## config.mk

```make
export PLATFORM = sky130hd
export DESIGN_NAME = int2fp_unit
export DESIGN_NICKNAME = d
export VERILOG_FILES = /design/src/rtl/int2fp_pkg.sv /design/src/rtl/int2fp_lzc.sv /design/src/rtl/int2fp_lane.sv /design/src/rtl/int2fp_flags.sv /design/src/rtl/int2fp_unit.sv
export SDC_FILE = /design/constraint.sdc
export NUM_CORES = 1
export LEC_CHECK = 0
export ABC_AREA = 1
export CAP_MARGIN = 20
export CORE_MARGIN = 3
export CORE_UTILIZATION = 55
export CTS_CLUSTER_SIZE = 16
export DETAILED_ROUTE_END_ITERATION = 7
export PLACE_DENSITY = 0.78
export SLEW_MARGIN = 25
export SYNTH_ARGS = -nofsm -noshare
export SYNTH_HDL_FRONTEND = slang
export SYNTH_SLANG_ARGS = --single-unit
```

## constraint.sdc

```tcl
create_clock -name clk_i -period 6.3 [get_ports clk_i]
set_clock_uncertainty 0.1 [all_clocks]
set_input_delay 0.945 -clock clk_i [delete_from_list [all_inputs] [get_ports clk_i]]
set_output_delay 0.945 -clock clk_i [all_outputs]
set_load 0.1 [all_outputs]
```

## src/rtl/int2fp_pkg.sv

```systemverilog
package int2fp_pkg;
  localparam int DW       = 32;
  localparam int LZW      = $clog2(DW);
  localparam int FLAG_W   = 5;
  localparam int FLAG_INX = 0;
  localparam int MAN_W    = 23;
  localparam int EXP_W    = 8;
  localparam int BIAS_TOP = 127 + DW - 1;

  typedef enum logic [1:0] {
    RM_NEAR_EVEN = 2'b00,
    RM_TO_ZERO   = 2'b01,
    RM_TO_POS    = 2'b10,
    RM_TO_NEG    = 2'b11
  } rmode_e;

  typedef struct packed {
    logic            go;
    logic            sign;
    logic [DW-1:0]   mag;
    rmode_e          mode;
  } stage1_t;

  typedef struct packed {
    logic            go;
    logic            sign;
    logic [LZW-1:0]  lz;
    logic [DW-1:0]   norm;
    rmode_e          mode;
  } stage2_t;
endpackage

```

## src/rtl/int2fp_lzc.sv

```systemverilog
module int2fp_lzc #(
  parameter int W   = 32,
  localparam int CW = $clog2(W)
) (
  input  logic [W-1:0]  vec_i,
  output logic [CW-1:0] cnt_o
);
  // highest set bit wins; all-zero input yields 0
  always_comb begin
    cnt_o = '0;
    for (int i = 0; i < W; i++) begin
      if (vec_i[i]) cnt_o = CW'(W - 1 - i);
    end
  end
endmodule

```

## src/rtl/int2fp_lane.sv

```systemverilog
module int2fp_lane
  import int2fp_pkg::*;
(
  input  logic          clk_i,
  input  logic          rst_ni,
  input  logic          valid_i,
  input  logic [DW-1:0] src_i,
  input  logic          guard_i,
  input  logic [1:0]    rnd_mode_i,
  output logic          res_valid_o,
  output logic [DW-1:0] res_o,
  output logic          upd_inx_o
);
  stage1_t s1_q;
  stage2_t s2_q;

  // stage 1: sign / magnitude split
  always_ff @(posedge clk_i or negedge rst_ni) begin
    if (!rst_ni) s1_q <= '0;
    else begin
      s1_q.go   <= valid_i & guard_i;
      s1_q.sign <= src_i[DW-1];
      s1_q.mag  <= src_i[DW-1] ? (~src_i + 1'b1) : src_i;
      s1_q.mode <= rmode_e'(rnd_mode_i);
    end
  end

  // stage 2: normalize
  logic [LZW-1:0] lz_d;
  int2fp_lzc #(.W(DW)) u_lzc (.vec_i(s1_q.mag), .cnt_o(lz_d));

  always_ff @(posedge clk_i or negedge rst_ni) begin
    if (!rst_ni) s2_q <= '0;
    else begin
      s2_q.go   <= s1_q.go;
      s2_q.sign <= s1_q.sign;
      s2_q.lz   <= lz_d;
      s2_q.norm <= s1_q.mag << lz_d;
      s2_q.mode <= s1_q.mode;
    end
  end

  // stage 3: round and pack
  localparam int GB = DW - 1 - MAN_W - 1;  // guard bit position in norm
  logic          nonzero, lsb_b, grd_b, stk_b, inexact, up;
  logic [EXP_W-1:0] exp_f;
  logic [DW-1:0] packed_d;

  always_comb begin
    nonzero = s2_q.norm[DW-1];
    lsb_b   = s2_q.norm[GB+1];
    grd_b   = s2_q.norm[GB];
    stk_b   = |s2_q.norm[GB-1:0];
    inexact = grd_b | stk_b;
    unique case (s2_q.mode)
      RM_NEAR_EVEN: up = grd_b & (stk_b | lsb_b);
      RM_TO_ZERO:   up = 1'b0;
      RM_TO_POS:    up = ~s2_q.sign & inexact;
      default:      up = s2_q.sign & inexact;
    endcase
    exp_f    = EXP_W'(BIAS_TOP) - EXP_W'(s2_q.lz);
    // mantissa carry ripples into the exponent field
    packed_d = {s2_q.sign, exp_f, s2_q.norm[DW-2:GB+1]} + DW'(up);
    if (!nonzero) packed_d = '0;
  end

  always_ff @(posedge clk_i or negedge rst_ni) begin
    if (!rst_ni) begin
      res_valid_o <= 1'b0;
      res_o       <= '0;
    end else begin
      res_valid_o <= s2_q.go;
      if (s2_q.go) res_o <= packed_d;
    end
  end

  assign upd_inx_o = s2_q.go & inexact;
endmodule

```

## src/rtl/int2fp_flags.sv

```systemverilog
module int2fp_flags
  import int2fp_pkg::*;
#(
  parameter int NUM_LANES = 2
) (
  input  logic                 clk_i,
  input  logic                 rst_ni,
  input  logic                 flag_we_i,
  input  logic [FLAG_W-1:0]    flag_wdata_i,
  input  logic [NUM_LANES-1:0] upd_inx_i,
  output logic [FLAG_W-1:0]    flags_o
);
  logic [FLAG_W-1:0] set_d;
  always_comb begin
    set_d = '0;
    set_d[FLAG_INX] = |upd_inx_i;
  end

  // explicit write beats same-cycle conversion updates
  always_ff @(posedge clk_i or negedge rst_ni) begin
    if (!rst_ni)        flags_o <= '0;
    else if (flag_we_i) flags_o <= flag_wdata_i;
    else                flags_o <= flags_o | set_d;
  end
endmodule

```

## src/rtl/int2fp_unit.sv

```systemverilog
module int2fp_unit
  import int2fp_pkg::*;
#(
  parameter int NUM_LANES = 2,
  localparam int BUS_W    = NUM_LANES * DW
) (
  input  logic                 clk_i,
  input  logic                 rst_ni,
  input  logic [NUM_LANES-1:0] valid_i,
  input  logic [BUS_W-1:0]     src_i,
  input  logic [NUM_LANES-1:0] guard_i,
  input  logic [1:0]           rnd_mode_i,
  input  logic                 flag_we_i,
  input  logic [FLAG_W-1:0]    flag_wdata_i,
  output logic [NUM_LANES-1:0] res_valid_o,
  output logic [BUS_W-1:0]     res_o,
  output logic [FLAG_W-1:0]    flags_o
);
  logic [NUM_LANES-1:0] upd_inx;

  for (genvar l = 0; l < NUM_LANES; l++) begin : g_lane
    int2fp_lane u_lane (
      .clk_i       (clk_i),
      .rst_ni      (rst_ni),
      .valid_i     (valid_i[l]),
      .src_i       (src_i[l*DW +: DW]),
      .guard_i     (guard_i[l]),
      .rnd_mode_i  (rnd_mode_i),
      .res_valid_o (res_valid_o[l]),
      .res_o       (res_o[l*DW +: DW]),
      .upd_inx_o   (upd_inx[l])
    );
  end

  int2fp_flags #(.NUM_LANES(NUM_LANES)) u_flags (
    .clk_i        (clk_i),
    .rst_ni       (rst_ni),
    .flag_we_i    (flag_we_i),
    .flag_wdata_i (flag_wdata_i),
    .upd_inx_i    (upd_inx),
    .flags_o      (flags_o)
  );
endmodule

```

; After elaboration in Yosys (flattened, before gate mapping)
; Index checks and enable logic that the tools add are counted.
[classes]
n_addsub = 6
n_eq_ne = 2
shift = 2
mux = 71
n_bitwise = 19
reduce_logical = 4
[op_table]
columns = cell, count
row1 = two-way mux 5 bit, 65
row2 = two-way mux 32 bit, 4
row3 = adder 32 x 1 -> 32 bit, 2
row4 = adder 32 x 1 -> 32 bit (second input constant), 2
row5 = NOT 32 bit, 2
row6 = left shift 32 x 5 -> 32 bit, 2
row7 = subtractor 8 x 5 -> 8 bit (first input constant), 2
row8 = OR reduction 7 bit, 2
row9 = AND 1 bit, 10
row10 = one-hot mux 1 bit (3 select lines), 2
row11 = bitwise OR 5 x 1 -> 5 bit, 1
row12 = bitwise OR 1 bit, 4
row13 = equality test 2 x 1 -> 1 bit (second input constant), 1
row14 = equality test 2 bit (second input constant), 1
row15 = zero test 2 bit, 1
row16 = NOT 1 bit, 2
row17 = OR reduction 2 bit, 1
[totals]
ff_bits = 221
input_bits = 78
output_inout_bits = 71

; Logic depth before layout (Yosys ltp)
[logic_depth]
ltp_word = 33
ltp_mapped = 41
ltp_nobuf = 41

; Hierarchy
; From an unflattened synthesis, not the netlist that was laid out.
[hier_totals]
hier_cells = 2160
hier_area_um2 = 14594.0
[by_module_without_submodules]
columns = module, instances, cells_each, area_each_um2, seq_area_each_um2
row1 = int2fp_lane at g_lane[0].u_lane, 1, 962, 6770.2, 2752.6
row2 = int2fp_lane at g_lane[1].u_lane, 1, 972, 6761.5, 2752.6
row3 = int2fp_lzc, 2, 102, 432.9, 0.0
row4 = int2fp_flags, 1, 22, 196.4, 125.1

; Worst setup path before layout
; No wires, ideal clock.
[synth_path]
path_kind = register to register
from = register g_lane[1].u_lane.s2_q[6] (netlist name)
to = register g_lane[1].u_lane.res_o[28]
arrival_time_ps = 3313
required_time_ps = 6058
setup_slack_ps = 2745
stages_incl_launch_ff = 33
path_buffers = 0
synth_period_minus_slack_ps = 3555
cell_sequence = dfrtp_1 -> or4_1 -> nor4_1 -> inv_1 -> nor2_1 -> o31ai_1 -> ha_1 -> ha_1 -> nand2_2 -> nor2_2 -> nand2_1 -> nor2_1 -> nand2_1 -> nor2_2 -> nand2_2 -> nor3_4 -> nand3_2 -> nor2_2 -> nand2_1 -> nor2_2 -> nand2_2 -> nor2_2 -> nand2_1 -> nor2_2 -> nand2_1 -> nor2_2 -> nand2_1 -> nor2_2 -> nand2_2 -> nor2_4 -> nand2_1 -> nor3_1 -> o32ai_1
[synth_between]
elab_chain_len = 6
[synth_rtl]
columns = element, line_no
row1 = from (decl), int2fp_lane.sv:15  ; stage2_t s2_q;
row2 = OR reduction 7 bit (*), int2fp_lane.sv:53  ; stk_b = |s2_q.norm[GB-1:0];
row3 = bitwise OR 1 bit (on tied branches), "int2fp_lane.sv:54, int2fp_lane.sv:56"
row4 = AND 1 bit (on tied branches), "int2fp_lane.sv:59, int2fp_lane.sv:56, int2fp_lane.sv:58"
row5 = one-hot mux 1 bit (3 select lines) (*), int2fp_lane.sv:55  ; unique case (s2_q.mode)
row6 = adder 32 x 1 -> 32 bit (*), int2fp_lane.sv:63  ; packed_d = {s2_q.sign, exp_f, s2_q.norm[DW-2:GB+1]} + DW'(up);
row7 = two-way mux 32 bit (*), int2fp_lane.sv:64  ; if (!nonzero) packed_d = '0;
row8 = to (signal assigned), int2fp_lane.sv:73  ; if (s2_q.go) res_o <= packed_d;
row9 = to (decl), int2fp_lane.sv:11  ; output logic [DW-1:0] res_o,
; Mark *: on every way between the ends. The rest lies on a longest branch, timed or not.
; A chain may end at the register's enable or synchronous reset.

; Worst setup path after layout
[layout_path]
from = register g_lane[0].u_lane.s1_q[3] (netlist name)
to = register g_lane[0].u_lane.s2_q[25] (netlist name)
[layout_between]
elab_chain_len = 32
[layout_rtl]
columns = element, line_no
row1 = from (decl), int2fp_lane.sv:14  ; stage1_t s1_q;
row2 = two-way mux 5 bit (31 in a row), int2fp_lzc.sv:12  ; if (vec_i[i]) cnt_o = CW'(W - 1 - i);
row3 = left shift 32 x 5 -> 32 bit (*), int2fp_lane.sv:38  ; s2_q.norm <= s1_q.mag << lz_d;
row4 = to (decl), int2fp_lane.sv:15
; Marks and branches as above.

==> flow_metrics.env <==
export IMPL_outcome="completed"
export IMPL_synth_cell_types=44
export IMPL_cts_buffers=23
export IMPL_setup_tns_ps=0
export IMPL_clkTransAtPathRegs_ps=60
export IMPL_worstRegToRegCells=38
export IMPL_min_from="g_lane[0].u_lane.s1_q[35]"
export IMPL_slew_headroom_pct=30.9
export IMPL_slew_violations=0
export IMPL_grt_max_degree=107
export IMPL_final_setup_viol_count=0
export IMPL_hold_viol=0
export IMPL_rrSetupSlack_ps=2270
export IMPL_place_gp_congestion=0.954
export IMPL_cts_resized=0
export IMPL_dp_slack_ps=2280
export IMPL_regToRegEndpoint="g_lane[0].u_lane.s2_q[25]"
export IMPL_fin_util_pct=67.3
export IMPL_maxCapViolCount=0
export IMPL_period_share_pct=64.0
export IMPL_io_pins=149
export IMPL_htree_levels=1
export IMPL_synth_edf_count=0
export IMPL_fin_ws_ps=2270
export IMPL_grt_antenna_before_repair=0
export IMPL_num_rows=56
export IMPL_stdcell_count=2363
export IMPL_required_ps=6560
export IMPL_max_stage_delay_ps=670
export IMPL_async_reset_ff_share_pct=100
export IMPL_ys_warn_count=0
export IMPL_cts_setup_buffers=0
export IMPL_critPathSlowestCell="nand2_1"
export IMPL_peakVddDrop_mv=0.253
export IMPL_dp_hpwl_um=25300
export IMPL_synth_ff_type="dfrtp_1"
export IMPL_die_width_um=163
export IMPL_hold_class="flop to flop"
export IMPL_crit_path_end_kind="flop"
export IMPL_core_area_mm2=0.0238
export IMPL_dp_cells=2321
export IMPL_synth_nets=2004
export IMPL_drt_iter0_drc=1185
export IMPL_nets=2115
export IMPL_p_total_mw=5.30
export IMPL_tritoncts="done"
export IMPL_holdPathStages=0
export IMPL_avgSynthCellArea_um2=7.03
export IMPL_grt_pass1_wl_um=57100
export IMPL_rsz0062_at_grt="false"
export IMPL_ys_ff_latch=221
export IMPL_grt_usage_pct=25.7
export IMPL_die_area_mm2=0.0264
export IMPL_power_leakage_nw=7.72
export IMPL_startpoint="g_lane[0].u_lane.s1_q[3]"
export IMPL_cts_sinks=221
export IMPL_syn_inst=1916
export IMPL_arrival_ps=4290
export IMPL_path_common_cell="nand2_1"
export IMPL_drive_above_1_share_pct=4.55
export IMPL_syn_area_mm2=0.0135
export IMPL_routed_via_density=5.52
export IMPL_worstSkewPairLatency_ps=510
export IMPL_port_buffers=148
export IMPL_route_detailed_drc=0
export IMPL_first_global_vias=11900
export IMPL_worst_path_max_fanout=33
export IMPL_ctsHoldBuffers=0
export IMPL_powerDensity_mw_per_mm2=331
export IMPL_min_to="g_lane[0].u_lane.s2_q[40]"
export IMPL_overflow=0
export IMPL_cts_root_buffer="clkbuf_16"
export IMPL_ant_nets=0
export IMPL_routed_wl_um=34400
export IMPL_criticalPathCategory="flop to flop"
export IMPL_drtPass1Iterations=6
export IMPL_start_util_pct=56.7
export IMPL_yosysSeqAreaShare_pct=41.0
export IMPL_fin_crit_ps=4030
export IMPL_start_kind="flop"
export IMPL_reg2reg_from="g_lane[0].u_lane.s1_q[3]"
export IMPL_worst_slew_pin_slew_ps=1030
export IMPL_area_growth_pct=18.7
export IMPL_vias=13100
export IMPL_fmax_ghz=0.248
export IMPL_cts_buffer_depth=3
export IMPL_wl_per_cell_um=14.5
export IMPL_num_fill_cells=2076
export IMPL_die_h_um=163
==> placed cells by master, fill, tap and decap left out, types with 3 or more instances in the layout <==
| cell | n |
|---|---|
| a21oi_1 | 34 |
| o32ai_1 | 10 |
| clkbuf_1 | 4 |
| nand4_1 | 18 |
| nand3_1 | 394 |
| o311ai_0 | 3 |
| nor3_1 | 47 |
| o211ai_1 | 6 |
| xnor2_1 | 27 |
| clkbuf_8 | 10 |
| nand2_2 | 5 |
| nor3b_1 | 6 |
| o22ai_1 | 14 |
| nand2_1 | 464 |
| dfrtp_1 | 221 |
| or2_2 | 5 |
| o21ai_0 | 65 |
| inv_2 | 5 |
| inv_1 | 229 |
| nor2_1 | 164 |
| o31ai_1 | 8 |
| buf_4 | 15 |
| xor2_1 | 35 |
| a32o_1 | 6 |
| nor2_2 | 13 |
| clkbuf_16 | 23 |
| ha_1 | 10 |
| nor4_1 | 21 |
| o21bai_1 | 3 |
| clkdlybuf4s50_1 | 147 |
==> logic make-up (layout without fill, tap and decap cells) <==
group / after synthesis / count (layout) / synth area share, %
XOR/XNOR: 62 / 62 / 4.03
AO/OA/AOI/OAI: 162 / 162 / 7.25
adder cells (fa/ha/maj): 10 / 10 / 0.928
flip-flops: 221 / 221 / 41.0
buffers and inverters: 312 / 439 / 8.86
other: 0 / 1 / 0
AND/OR/NAND/NOR: 1149 / 1149 / 37.9
==> registers in the layout (all words and copies together) (netlist names) <==
signal	cells
g_lane.u_lane.grd_b	2
g_lane.u_lane.lsb_b	2
g_lane.u_lane.nonzero	2
g_lane.u_lane.res_o	64
g_lane.u_lane.res_valid_o	2
g_lane.u_lane.s1_q	70
g_lane.u_lane.s2_q	74
u_flags.flags_o	5
==> worst max-delay path by stage <==
stage                                 endpoint  slack [ps]  depth (start not counted)
floorplan           g_lane[1].u_lane.res_o[28]        2750                         32
global placement     g_lane[0].u_lane.s2_q[25]        2380                         38
detailed placement   g_lane[1].u_lane.s1_q[32]        2280                         16
CTS                 g_lane[1].u_lane.res_o[28]        2290                         32
global route         g_lane[0].u_lane.s2_q[17]        1630                         39
finish               g_lane[0].u_lane.s2_q[25]        2270                         38
==> metal layers <==
layer	up-vias	track usage (%)	routed length, um	share of wire (%)
li1	6525	-	-	-
met1	5963	39.2	16200	47
met2	508	39.1	14800	43
met3	55	3.61	2700	7.9
met4	0	5.96	693	2.0
met5	-	0	0	0
==> cell usage after synthesis, types with 3 or more instances <==
cell type	instances	area [um2]
a21oi_1	36	180
a31oi_1	4	25.0
a32o_1	6	60.1
buf_1	8	30.0
buf_2	12	60.1
clkbuf_1	55	206
dfrtp_1	221	5530
ha_1	10	125
inv_1	229	860
inv_2	5	18.8
nand2_1	464	1740
nand2_2	5	31.3
nand3_1	394	1970
nand4_1	18	113
nor2_1	164	616
nor2_2	13	81.3
nor3_1	47	235
nor3b_1	6	45.0
nor4_1	23	144
o211ai_1	6	45.0
o21ai_0	65	325
o21bai_1	3	22.5
o22ai_1	14	87.6
o311ai_0	3	26.3
o31ai_1	8	60.1
o32ai_1	10	87.6
or2_2	5	31.3
xnor2_1	27	236
xor2_1	35	307
==> where the power goes <==
group	internal, mW	switching, mW
logic	0.553	1.51
registers	1.67	0.198
clock network	0.827	0.532
total	3.05	2.24
==> critical path: cells and delay by family, from the launching register on <==
kind          cells  cell delay (ps)
simple gates     36             2960
buf+inv           2              360
flops             1              400
==> per-stage QoR <==
stage	area (um2)	hold WS (ps)
CTS	16000	245
finish	16000	241
detailed placement	15200	235
global placement	15200	232
global route	16000	248
floorplan	13500	231
==> final cells by class <==
class	count	area, um2	share of cell area, %
Sequential cell	221	5530	34.6
Clock buffer	37	728	4.55
Inverter	235	882	5.52
Timing Repair Buffer	163	1600	10.0
Tap cell	319	399	2.50
Multi-Input combinational cell	1383	6800	42.5
Clock inverter	4	47.5	0.297
Antenna cell	1	2.50	0.0156
(Power assumes the default switching activity.)
